**config.mk**
```make
export PLATFORM = sky130hd
export DESIGN_NAME = irda_sir_codec
export DESIGN_NICKNAME = d
export VERILOG_FILES = /design/src/rtl/irda_sir_pkg.sv /design/src/rtl/irda_sir_prescaler.sv /design/src/rtl/irda_sir_encoder.sv /design/src/rtl/irda_sir_decoder.sv /design/src/rtl/irda_sir_codec.sv
export SDC_FILE = /design/constraint.sdc
export NUM_CORES = 1
export LEC_CHECK = 0
export BUFFER_PORTS_ARGS = -buffer_cell sky130_fd_sc_hd__buf_4
export CAP_MARGIN = 20
export CORE_ASPECT_RATIO = 1.25
export CORE_UTILIZATION = 50
export CTS_BUF_LIST = sky130_fd_sc_hd__clkbuf_8 sky130_fd_sc_hd__clkbuf_16
export CTS_CLUSTER_SIZE = 16
export DETAILED_ROUTE_END_ITERATION = 10
export GPL_ROUTABILITY_DRIVEN = 0
export GPL_TIMING_DRIVEN = 1
export PLACE_DENSITY = 0.68
export SLEW_MARGIN = 10
export SYNTH_ARGS = -nofsm -noshare
export SYNTH_HDL_FRONTEND = slang
export SYNTH_SLANG_ARGS = --single-unit
```
**constraint.sdc**
```tcl
create_clock -name clk -period 2.98 [get_ports clk]
set_input_delay 0 -clock clk [delete_from_list [all_inputs] [get_ports clk]]
set_output_delay 0 -clock clk [all_outputs]
set_load 0.02 [all_outputs]
```
**src/rtl/irda_sir_pkg.sv**
```systemverilog
package irda_sir_pkg;

  typedef enum logic [1:0] {
    ENC_IDLE  = 2'd0,
    ENC_WAIT  = 2'd1,
    ENC_PULSE = 2'd2
  } enc_state_e;

  // Prescaler field to clock-cycle divisor; zero is treated as one.
  function automatic int unsigned slow_div(input int unsigned psc);
    return (psc == 0) ? 1 : psc;
  endfunction

  // Oversampling ticks the transmit side stays busy after its last zero.
  function automatic int unsigned hold_ticks(input int unsigned bits,
                                             input int unsigned os_per_bit);
    return bits * os_per_bit;
  endfunction

endpackage

```
**src/rtl/irda_sir_prescaler.sv**
```systemverilog
module irda_sir_prescaler
  import irda_sir_pkg::*;
#(
  parameter int PSC_W = 8
) (
  input  logic             clk,
  input  logic             rst_n,
  input  logic [PSC_W-1:0] psc_val,
  output logic             slow_tick
);

  logic [PSC_W-1:0] cnt_q;
  logic [PSC_W:0]   last_cnt;

  assign last_cnt  = (PSC_W+1)'(slow_div(32'(psc_val)) - 1);
  assign slow_tick = ({1'b0, cnt_q} >= last_cnt);

  always_ff @(posedge clk or negedge rst_n) begin
    if (!rst_n)         cnt_q <= '0;
    else if (slow_tick) cnt_q <= '0;
    else                cnt_q <= cnt_q + 1'b1;
  end

endmodule

```
**src/rtl/irda_sir_encoder.sv**
```systemverilog
module irda_sir_encoder
  import irda_sir_pkg::*;
#(
  parameter int OS_PER_BIT  = 16,
  parameter int PULSE_TICKS = 3,
  parameter int HOLD_BITS   = 10
) (
  input  logic clk,
  input  logic rst_n,
  input  logic lp_mode,
  input  logic os_tick,
  input  logic slow_tick,
  input  logic uart_txd,
  output logic ir_tx,
  output logic bit_start,
  output logic tx_busy
);

  localparam int PH_W       = $clog2(OS_PER_BIT);
  localparam int PC_W       = $clog2(PULSE_TICKS + 1);
  localparam int HOLD_TICKS = hold_ticks(HOLD_BITS, OS_PER_BIT);
  localparam int HD_W       = $clog2(HOLD_TICKS + 1);
  localparam logic [PH_W-1:0] PH_LAST   = PH_W'(OS_PER_BIT - 1);
  localparam logic [PC_W-1:0] PC_LOAD   = PC_W'(PULSE_TICKS);
  localparam logic [HD_W-1:0] HOLD_LOAD = HD_W'(HOLD_TICKS);

  logic            txd_q;
  logic [PH_W-1:0] phase_q;
  logic            txd_changed;
  logic            start_req;
  logic            pulse_tick;

  enc_state_e      state_q, state_d;
  logic [PC_W-1:0] pcnt_q, pcnt_d;
  logic [HD_W-1:0] hold_q;

  // Bit framing: restart the phase on any level change, else wrap every bit.
  assign txd_changed = (uart_txd != txd_q);
  assign bit_start   = os_tick && (txd_changed || (phase_q == PH_LAST));
  assign start_req   = bit_start && !uart_txd;
  assign pulse_tick  = lp_mode ? slow_tick : os_tick;

  always_ff @(posedge clk or negedge rst_n) begin
    if (!rst_n) begin
      txd_q   <= 1'b1;
      phase_q <= '0;
    end else if (os_tick) begin
      txd_q   <= uart_txd;
      phase_q <= (txd_changed || phase_q == PH_LAST) ? '0 : phase_q + 1'b1;
    end
  end

  always_comb begin
    state_d = state_q;
    pcnt_d  = pcnt_q;
    unique case (state_q)
      ENC_IDLE: begin
        if (start_req) begin
          if (lp_mode) begin
            state_d = ENC_WAIT;
          end else begin
            state_d = ENC_PULSE;
            pcnt_d  = PC_LOAD;
          end
        end
      end
      ENC_WAIT: begin
        if (pulse_tick) begin
          state_d = ENC_PULSE;
          pcnt_d  = PC_LOAD;
        end
      end
      ENC_PULSE: begin
        if (pulse_tick) begin
          if (pcnt_q == PC_W'(1)) state_d = ENC_IDLE;
          else                    pcnt_d  = pcnt_q - 1'b1;
        end
      end
      default: state_d = ENC_IDLE;
    endcase
  end

  always_ff @(posedge clk or negedge rst_n) begin
    if (!rst_n) begin
      state_q <= ENC_IDLE;
      pcnt_q  <= '0;
    end else begin
      state_q <= state_d;
      pcnt_q  <= pcnt_d;
    end
  end

  // Busy window: reloaded on every zero seen, drains over the trailing ones.
  always_ff @(posedge clk or negedge rst_n) begin
    if (!rst_n) begin
      hold_q <= '0;
    end else if (os_tick) begin
      if (!uart_txd)        hold_q <= HOLD_LOAD;
      else if (hold_q != 0) hold_q <= hold_q - 1'b1;
    end
  end

  assign ir_tx   = (state_q == ENC_PULSE);
  assign tx_busy = (hold_q != 0) || (state_q != ENC_IDLE);

endmodule

```
**src/rtl/irda_sir_decoder.sv**
```systemverilog
module irda_sir_decoder
  import irda_sir_pkg::*;
#(
  parameter int OS_PER_BIT  = 16,
  parameter int SYNC_STAGES = 2
) (
  input  logic clk,
  input  logic rst_n,
  input  logic os_tick,
  input  logic slow_tick,
  input  logic ir_rx_n,
  input  logic tx_busy,
  output logic uart_rxd,
  output logic pulse_det
);

  localparam int SW = $clog2(OS_PER_BIT + 1);
  localparam logic [SW-1:0] STRETCH = SW'(OS_PER_BIT);

  logic [SYNC_STAGES-1:0] sync_q;
  logic                   rx_s;
  logic                   samp_q;
  logic                   armed_q;
  logic [SW-1:0]          stretch_q;

  generate
    if (SYNC_STAGES == 1) begin : g_sync1
      always_ff @(posedge clk or negedge rst_n) begin
        if (!rst_n) sync_q <= '1;
        else        sync_q <= ir_rx_n;
      end
    end else begin : g_syncn
      always_ff @(posedge clk or negedge rst_n) begin
        if (!rst_n) sync_q <= '1;
        else        sync_q <= {sync_q[SYNC_STAGES-2:0], ir_rx_n};
      end
    end
  endgenerate

  assign rx_s = sync_q[SYNC_STAGES-1];

  // A pulse counts only when two successive slow-tick samples are both low.
  assign pulse_det = slow_tick && !rx_s && !samp_q && armed_q;

  always_ff @(posedge clk or negedge rst_n) begin
    if (!rst_n) begin
      samp_q  <= 1'b1;
      armed_q <= 1'b1;
    end else if (slow_tick) begin
      samp_q  <= rx_s;
      armed_q <= rx_s ? 1'b1 : (pulse_det ? 1'b0 : armed_q);
    end
  end

  always_ff @(posedge clk or negedge rst_n) begin
    if (!rst_n)                         stretch_q <= '0;
    else if (tx_busy)                   stretch_q <= '0;
    else if (pulse_det)                 stretch_q <= STRETCH;
    else if (os_tick && stretch_q != 0) stretch_q <= stretch_q - 1'b1;
  end

  assign uart_rxd = (stretch_q == 0) || tx_busy;

endmodule

```
**src/rtl/irda_sir_codec.sv**
```systemverilog
module irda_sir_codec
  import irda_sir_pkg::*;
#(
  parameter int PSC_W       = 8,
  parameter int OS_PER_BIT  = 16,
  parameter int PULSE_TICKS = 3,
  parameter int HOLD_BITS   = 10,
  parameter int SYNC_STAGES = 2
) (
  input  logic             clk,
  input  logic             rst_n,
  input  logic             lp_mode,
  input  logic [PSC_W-1:0] psc_val,
  input  logic             os_tick,
  input  logic             uart_txd,
  input  logic             ir_rx_n,
  output logic             ir_tx,
  output logic             uart_rxd
);

  logic slow_tick;
  logic tx_busy;
  logic bit_start;
  logic pulse_det;

  irda_sir_prescaler #(.PSC_W(PSC_W)) presc_i (
    .clk       (clk),
    .rst_n     (rst_n),
    .psc_val   (psc_val),
    .slow_tick (slow_tick)
  );

  irda_sir_encoder #(
    .OS_PER_BIT  (OS_PER_BIT),
    .PULSE_TICKS (PULSE_TICKS),
    .HOLD_BITS   (HOLD_BITS)
  ) enc_i (
    .clk       (clk),
    .rst_n     (rst_n),
    .lp_mode   (lp_mode),
    .os_tick   (os_tick),
    .slow_tick (slow_tick),
    .uart_txd  (uart_txd),
    .ir_tx     (ir_tx),
    .bit_start (bit_start),
    .tx_busy   (tx_busy)
  );

  irda_sir_decoder #(
    .OS_PER_BIT  (OS_PER_BIT),
    .SYNC_STAGES (SYNC_STAGES)
  ) dec_i (
    .clk       (clk),
    .rst_n     (rst_n),
    .os_tick   (os_tick),
    .slow_tick (slow_tick),
    .ir_rx_n   (ir_rx_n),
    .tx_busy   (tx_busy),
    .uart_rxd  (uart_rxd),
    .pulse_det (pulse_det)
  );

endmodule

```
# ---- Yosys cells after proc, flatten, opt, wreduce, memory -nomap -nowiden
# Cells that the tools add are included.
dict set report totals {
  reg_bits 34
  latchBits 0
  ram_bits 0
  rom_bits 0
  in_bits 14
  out_inout_bits 2
  elab_cells 77
  memories 0
}
dict set report classes {
  add_sub_neg 6
  n_mul 0
  div_mod_pow 0
  n_lt_le_gt_ge 1
  eq_ne 12
  shift 0
  mux 23
  bitwise_logic 0
  n_reduce_logical 25
}
# cell n
set op_table {}
lappend op_table {{8-bit two-way mux} 4}
lappend op_table {{2-bit two-way mux} 10}
lappend op_table {{5-bit two-way mux} 3}
lappend op_table {{2-bit one-hot mux with 3 select lines} 2}
lappend op_table {{2-bit by 1-bit inequality test with 1-bit output, second input constant} 5}
lappend op_table {{8-bit by 9-bit greater-or-equal comparator with 1-bit output} 1}
lappend op_table {{9-bit by 1-bit subtractor with 9-bit output, second input constant} 1}
lappend op_table {{8-bit by 1-bit adder with 8-bit output, second input constant} 1}
lappend op_table {{8-bit zero test} 1}
lappend op_table {{8-bit nonzero test} 1}
lappend op_table {{8-bit by 1-bit subtractor with 8-bit output, second input constant} 1}
lappend op_table {{1-bit logical AND} 6}
lappend op_table {{6-bit AND reduction} 1}
lappend op_table {{3-bit nonzero test} 2}
lappend op_table {{5-bit zero test} 1}
lappend op_table {{5-bit nonzero test} 1}
lappend op_table {{5-bit by 1-bit subtractor with 5-bit output, second input constant} 1}
lappend op_table {{4-bit by 1-bit adder with 4-bit output, second input constant} 1}
lappend op_table {{2-bit by 1-bit == test with 1-bit output, second input constant} 2}
lappend op_table {{4-bit == test, second input constant} 1}
lappend op_table {{4-bit two-way mux} 1}
lappend op_table {{2-bit inequality test, second input constant} 2}
lappend op_table {{2-bit AND reduction} 2}
lappend op_table {{4-bit AND reduction} 1}
lappend op_table {{8 further kinds} 15}

# ---- Depth between registers and ports, before layout
dict set report depth {
  word_depth 9
  depth_mapped 13
  mapped_depth_nobuf 13
}

# ---- Cells and area by module
# A second synthesis with hierarchy kept.
dict set report hier_totals {
  cells_unflattened 216
  area_unflattened_um2 2133.3
}
# mod instances cells_per_inst area_each_um2 seq_area_each_um2
set modules_own_cells {}
lappend modules_own_cells {irda_sir_encoder 1 112 1054.8 426.7}
lappend modules_own_cells {irda_sir_prescaler 1 67 656.9 200.2}
lappend modules_own_cells {irda_sir_decoder 1 37 421.7 230.2}

# ---- Least setup slack after synthesis
# OpenSTA, ideal clock, no wires.
dict set report synth_path {
  path_kind {input to register}
  startpoint {input psc_val[2]}
  endpoint {register enc_i.state_q[1]}
  setup_ns 0.126
  arrival_time_ns 2.584
  t_required_ns 2.854
  setup_slack_ns 0.269
  cell_stages 13
  n_path_buf 0
  cell_sequence {or3_1 > nor2_1 > a21oi_1 > ha_1 > nor3b_2 > nand2_1 > xor2_1 > ha_1 > and3_1 > and3_1 > o21ai_1 > nand2_2 > a311o_1}
}
dict set report synth_between {
  elab_chain_len 7
  word_cells_on_any_way 8
  classes_between {add/sub (1); order compare (1); eq/ne (2); mux (2); reduce/logical (2)}
}
# element line
set synth_rtl {}
lappend synth_rtl {{from (decl)} irda_sir_codec.sv:13} ;# input logic [PSC_W-1:0] psc_val,
lappend synth_rtl {{8-bit zero test} irda_sir_pkg.sv:11} ;# return (psc == 0) ? 1 : psc;
lappend synth_rtl {{8-bit two-way mux (*)} irda_sir_pkg.sv:11}
lappend synth_rtl {{9-bit by 1-bit subtractor with 9-bit output (*)} irda_sir_prescaler.sv:15} ;# assign last_cnt = (PSC_W+1)'(slow_div(32'(psc_val)) - 1);
lappend synth_rtl {{8-bit by 9-bit greater-or-equal comparator with 1-bit output (*)} irda_sir_prescaler.sv:16} ;# assign slow_tick = ({1'b0, cnt_q} >= last_cnt);
lappend synth_rtl {{1-bit two-way mux (*)} irda_sir_encoder.sv:41} ;# assign pulse_tick = lp_mode ? slow_tick : os_tick;
lappend synth_rtl {{2-bit by 1-bit inequality test with 1-bit output (no line)} -}
lappend synth_rtl {{4-bit AND reduction (no line) (*)} -}
lappend synth_rtl {{to (signal assigned)} irda_sir_encoder.sv:88} ;# state_q <= state_d;
lappend synth_rtl {{to (decl)} irda_sir_encoder.sv:33} ;# enc_state_e state_q, state_d;
# Every way passes the cells marked *; elsewhere a longest branch is shown, timed or not.
# A chain may end at the register's enable or synchronous reset.

# ---- Worst setup path after layout
dict set report layout_path {
  startpoint {input psc_val[2]}
  endpoint {register dec_i.stretch_q[0]}
}
dict set report layout_between {
  elab_chain_len 9
  word_cells_on_any_way 10
  classes_between {add/sub (1); order compare (1); mux (3); reduce/logical (5)}
}
# element line
set layout_rtl {}
lappend layout_rtl {{8-bit zero test} irda_sir_pkg.sv:11}
lappend layout_rtl {{8-bit two-way mux (*)} irda_sir_pkg.sv:11}
lappend layout_rtl {{9-bit by 1-bit subtractor with 9-bit output (*)} irda_sir_prescaler.sv:15}
lappend layout_rtl {{8-bit by 9-bit greater-or-equal comparator with 1-bit output (*)} irda_sir_prescaler.sv:16}
lappend layout_rtl {{1-bit logical AND (*) (3 in series)} irda_sir_decoder.sv:43} ;# assign pulse_det = slow_tick && !rx_s && !samp_q && armed_q;
lappend layout_rtl {{5-bit two-way mux} irda_sir_decoder.sv:58} ;# else if (pulse_det) stretch_q <= STRETCH;
lappend layout_rtl {{5-bit two-way mux} irda_sir_decoder.sv:57} ;# else if (tx_busy) stretch_q <= '0;
lappend layout_rtl {{to (signal assigned)} irda_sir_decoder.sv:59} ;# else if (os_tick && stretch_q != 0) stretch_q <= stretch_q - 1'b1;
lappend layout_rtl {{to (decl)} irda_sir_decoder.sv:24} ;# logic [SW-1:0] stretch_q;
# Marked as above.

==> flow_summary.toml <==
[pwr]
share_of_total_power_in_the_clock_network_pct = 20.4
leakagePower_nw = 1.105
p_switching_uw = 609.5
total_power_mw = 1.699
ir_drop_v = 0.0004284
p_int_mw = 1.089
sw_frac_of_total_pct = 35.88
p_per_area_nw_per_um2 = 705.0
logic_pwr_share_pct = 36.2
pwr-share-seq_pct = 43.5

[sta]
setup-violations-final = 0
finalCritPeriodShare_pct = 87.74
worstMarginPinSlew_ns = 0.4221
fin_skew_ns = 0.003574
final-max-slew-violation-count = 0
timing.final.hold_violations = 0
fin_tns_setup_ns = 0
grt_setup_unrepaired = "no"
max-slew-margin-rel_pct = 71.82
worst_hold_margin_ns = 0.04505
fmax_mhz = 382.4
final.min_clock_period_ns = 2.615

[yosys]
syn_nets = 246
synth_cells = 217
async_flop_share_pct = 100.0
syn_avg_cell_area_sq_um = 9.618
ys_ff_latch = 34
number_of_enable_flip_flop_cells_after_synthesis = 0
yosysWarningCount = 0
synth_top_flop_cell = "sky130_fd_sc_hd__dfrtp_1"
yosys-top-cells-area = "sky130_fd_sc_hd__dfrtp_1, sky130_fd_sc_hd__ha_1, sky130_fd_sc_hd__dfstp_2"
synth_area_sq_um = 2087
yosysTopAreaCellShare_pct = 34.77
synth_sequential_area_ratio_pct = 41.07
ys_types = 51
cell_type_with_the_highest_aggregate_area_in_the_netlist = "sky130_fd_sc_hd__dfrtp_1"

[clocking]
clockRootBuffer = "sky130_fd_sc_hd__clkbuf_8"
clock_net_sink_count = 34
h-tree-depth = 2
numCtsBuffers = 5
clock_transition_time_at_the_flip_flop_clock_pins_of_the_worst_setup_and_hold_paths_ns = 0.07
insertion_delay_ns = 0.29
cts_tree = "done"
cts.path.max_buffers = 2
post-cts-setup-buffer-count = 0

[global_route]
grt_max_degree = 35
vias_in_the_first_global_route = 1600
antenna_violations_before_repair = 0
grt.total_usage_pct = 20.63
grt_pass1_wl_um = 6679
grt_remaining_overflow = 0

[run_status]
outcome = "completed"

[finish]
fraction_of_layout_instances_using_a_drive_strength_above_1_pct = 18.37
count_of_antenna_diodes_in_the_layout = 0
number_of_standard_cells_in_the_layout_taps_in_and_fillers_out = 299
area_delta_synth_final_pct = 15.47
post-route-cell-area_sq_um = 2410
most-common-layout-cells = "sky130_fd_sc_hd__dfrtp_1, sky130_fd_sc_hd__nor2_1, sky130_fd_sc_hd__buf_4"
final_common_cell = "sky130_fd_sc_hd__dfrtp_1"
final_net_count = 273

[routing]
firstDrtPassIters = 4
remaining_drc_errors = 0
vias_per_cell = 5.448
routedWlPerCell_um = 13.11
route.antenna.remaining_nets = 0
finalWirelength_um = 3919
drt_iter0_drc = 98
via_count = 1629

[floorplan]
fp.dieW_um = 59.79
initial_core_util_pct = 53.81
chipHeight_um = 74.23
dieArea_sq_um = 4438
io_pins = 16
fp-row-count = 25
core_area_sq_um = 3879

[critical_path]
timing.critical_path.fanout_max = 5
worstPathCellList = "buf_4, or3_1, nor2_1, a21oi_1, ha_1, nor3b_2, nand2_1, xor2_1, ha_1, and3_1, and3_1, o21ai_1, a21boi_0, buf_4, nor3_1"
critical_path.top_delay_family = "simple AND/OR/NAND/NOR gates"
critical_path.max_stage_delay_ns = 0.38
critical_path_buf_inv_count = 2
setup.worst_path.class = "primary input to flip-flop"
worst-endpoint-arrival_ns = 2.81
cp-end-kind = "flip-flop"
crit_slowest_cell = "sky130_fd_sc_hd__or3_1"
cp.required_ns = 3.18
critPathLaunchType = "primary input"

[placed_design]
dp_hpwl_um = 2901
placedInstanceArea_sq_um = 2288
port-buffer-count = 15
dpl.cell_count = 288

[flow_run]
drv_cap = 0

[hold_path]
hp-class = "primary input to flip-flop"
-- per-stage QoR --
stage                     setup slack, ns  util, %
after floorplan                    0.2692        -
after global placement             0.1081    59.00
after detailed placement          0.07987    59.00
after CTS                          0.3678    62.13
after global routing               0.1363    62.13
final                              0.3652    62.13
-- sequential cells by signal, summed over array words and instances, names as in the netlist --
signal	cells
enc_i.pcnt_q	2
enc_i.hold_q	8
dec_i.samp_q	1
dec_i.stretch_q	5
enc_i.phase_q	4
enc_i.txd_q	1
enc_i.state_q	2
presc_i.cnt_q	8
dec_i.armed_q	1
dec_i.sync_q	2
-- Yosys cell counts, drive strengths merged (5+ instances only) --
library cell and number:
o21ai 11, xnor2 7, nor2 24, nor3 8, dfrtp 29, inv 11, and3 7, xor2 12
nand2 15, nand2b 5, nand3 13, a21oi 8, dfstp 5, ha 15
-- what timing repair did --
action,in CTS,in global routing
setup endpoints to repair,0,0
gates resized for setup,0,0
hold buffers,3,0
endpoints found under the hold margin,37,0
-- worst register-to-register path, stage by stage, from the launching register on --
cell and delay, ns:
sky130_fd_sc_hd__dfrtp_1 0.43, sky130_fd_sc_hd__ha_1 0.32, sky130_fd_sc_hd__and4_1 0.20, sky130_fd_sc_hd__nor2b_1 0.15
sky130_fd_sc_hd__o311ai_2 0.38, sky130_fd_sc_hd__a21boi_0 0.16, sky130_fd_sc_hd__buf_4 0.18, sky130_fd_sc_hd__nor3_1 0.17
-- power groups by stage --
stage | combinational, mW | sequential (mW) | clock (mW)
6_report | 0.614 | 0.738 | 0.346
5_1_grt | 0.705 | 0.757 | 0.379
4_1_cts | 0.626 | 0.739 | 0.352
3_5_place_dp | 0.614 | 0.746 | 0
3_3_place_gp | 0.606 | 0.742 | 0
2_1_floorplan | 0.467 | 0.710 | 0
-- final timing paths --
| kind | start | slack (ns) | endpoint | cells past startpoint |
|---|---|---|---|---|
| hold reg to reg | dec_i.sync_q[0] | 0.36 | dec_i.sync_q[1] | 0 |
| min in group asynchronous | rst_n | 0.19 | presc_i.cnt_q[0] | 2 |
| setup reg to reg | presc_i.cnt_q[2] | 0.90 | dec_i.stretch_q[0] | 7 |
| max in group asynchronous | rst_n | 2.45 | enc_i.txd_q | 2 |
| hold / removal | lp_mode | 0.05 | enc_i.state_q[1] | 2 |
| setup / recovery | psc_val[2] | 0.37 | dec_i.stretch_q[0] | 15 |
-- layout make-up --
type	count	area, sq um
clock inverter	2	8.758
timing repair buffer	24	187.7
sequential	34	857.1
fill	369	1469
clock buffer	6	82.58
multi-input combinational	168	1165
tap	54	67.56
inverter	11	41.29
-- metal layers --
layer | wire length, um | vias up | GRT usage, % | part of all wire [%]
li1 | - | 827 | - | -
met1 | 1636 | 763 | 21.84 | 42
met2 | 2039 | 27 | 36.79 | 52
met3 | 107 | 12 | 5.391 | 2.7
met4 | 135 | 0 | 11.11 | 3.4
met5 | 0 | - | 0 | 0
-- cells by family (layout without fill, tap and decap cells) --
kind of cell,after synthesis,count (layout),share of synthesized area (%)
compound gates,38,38,12.35
xor+xnor,19,19,7.974
fa+ha+maj,15,15,8.993
buf+inv,15,43,3.117
flops,34,34,41.07
mux,5,5,2.518
simple gates,91,91,23.98
(Power assumes the default switching activity.)
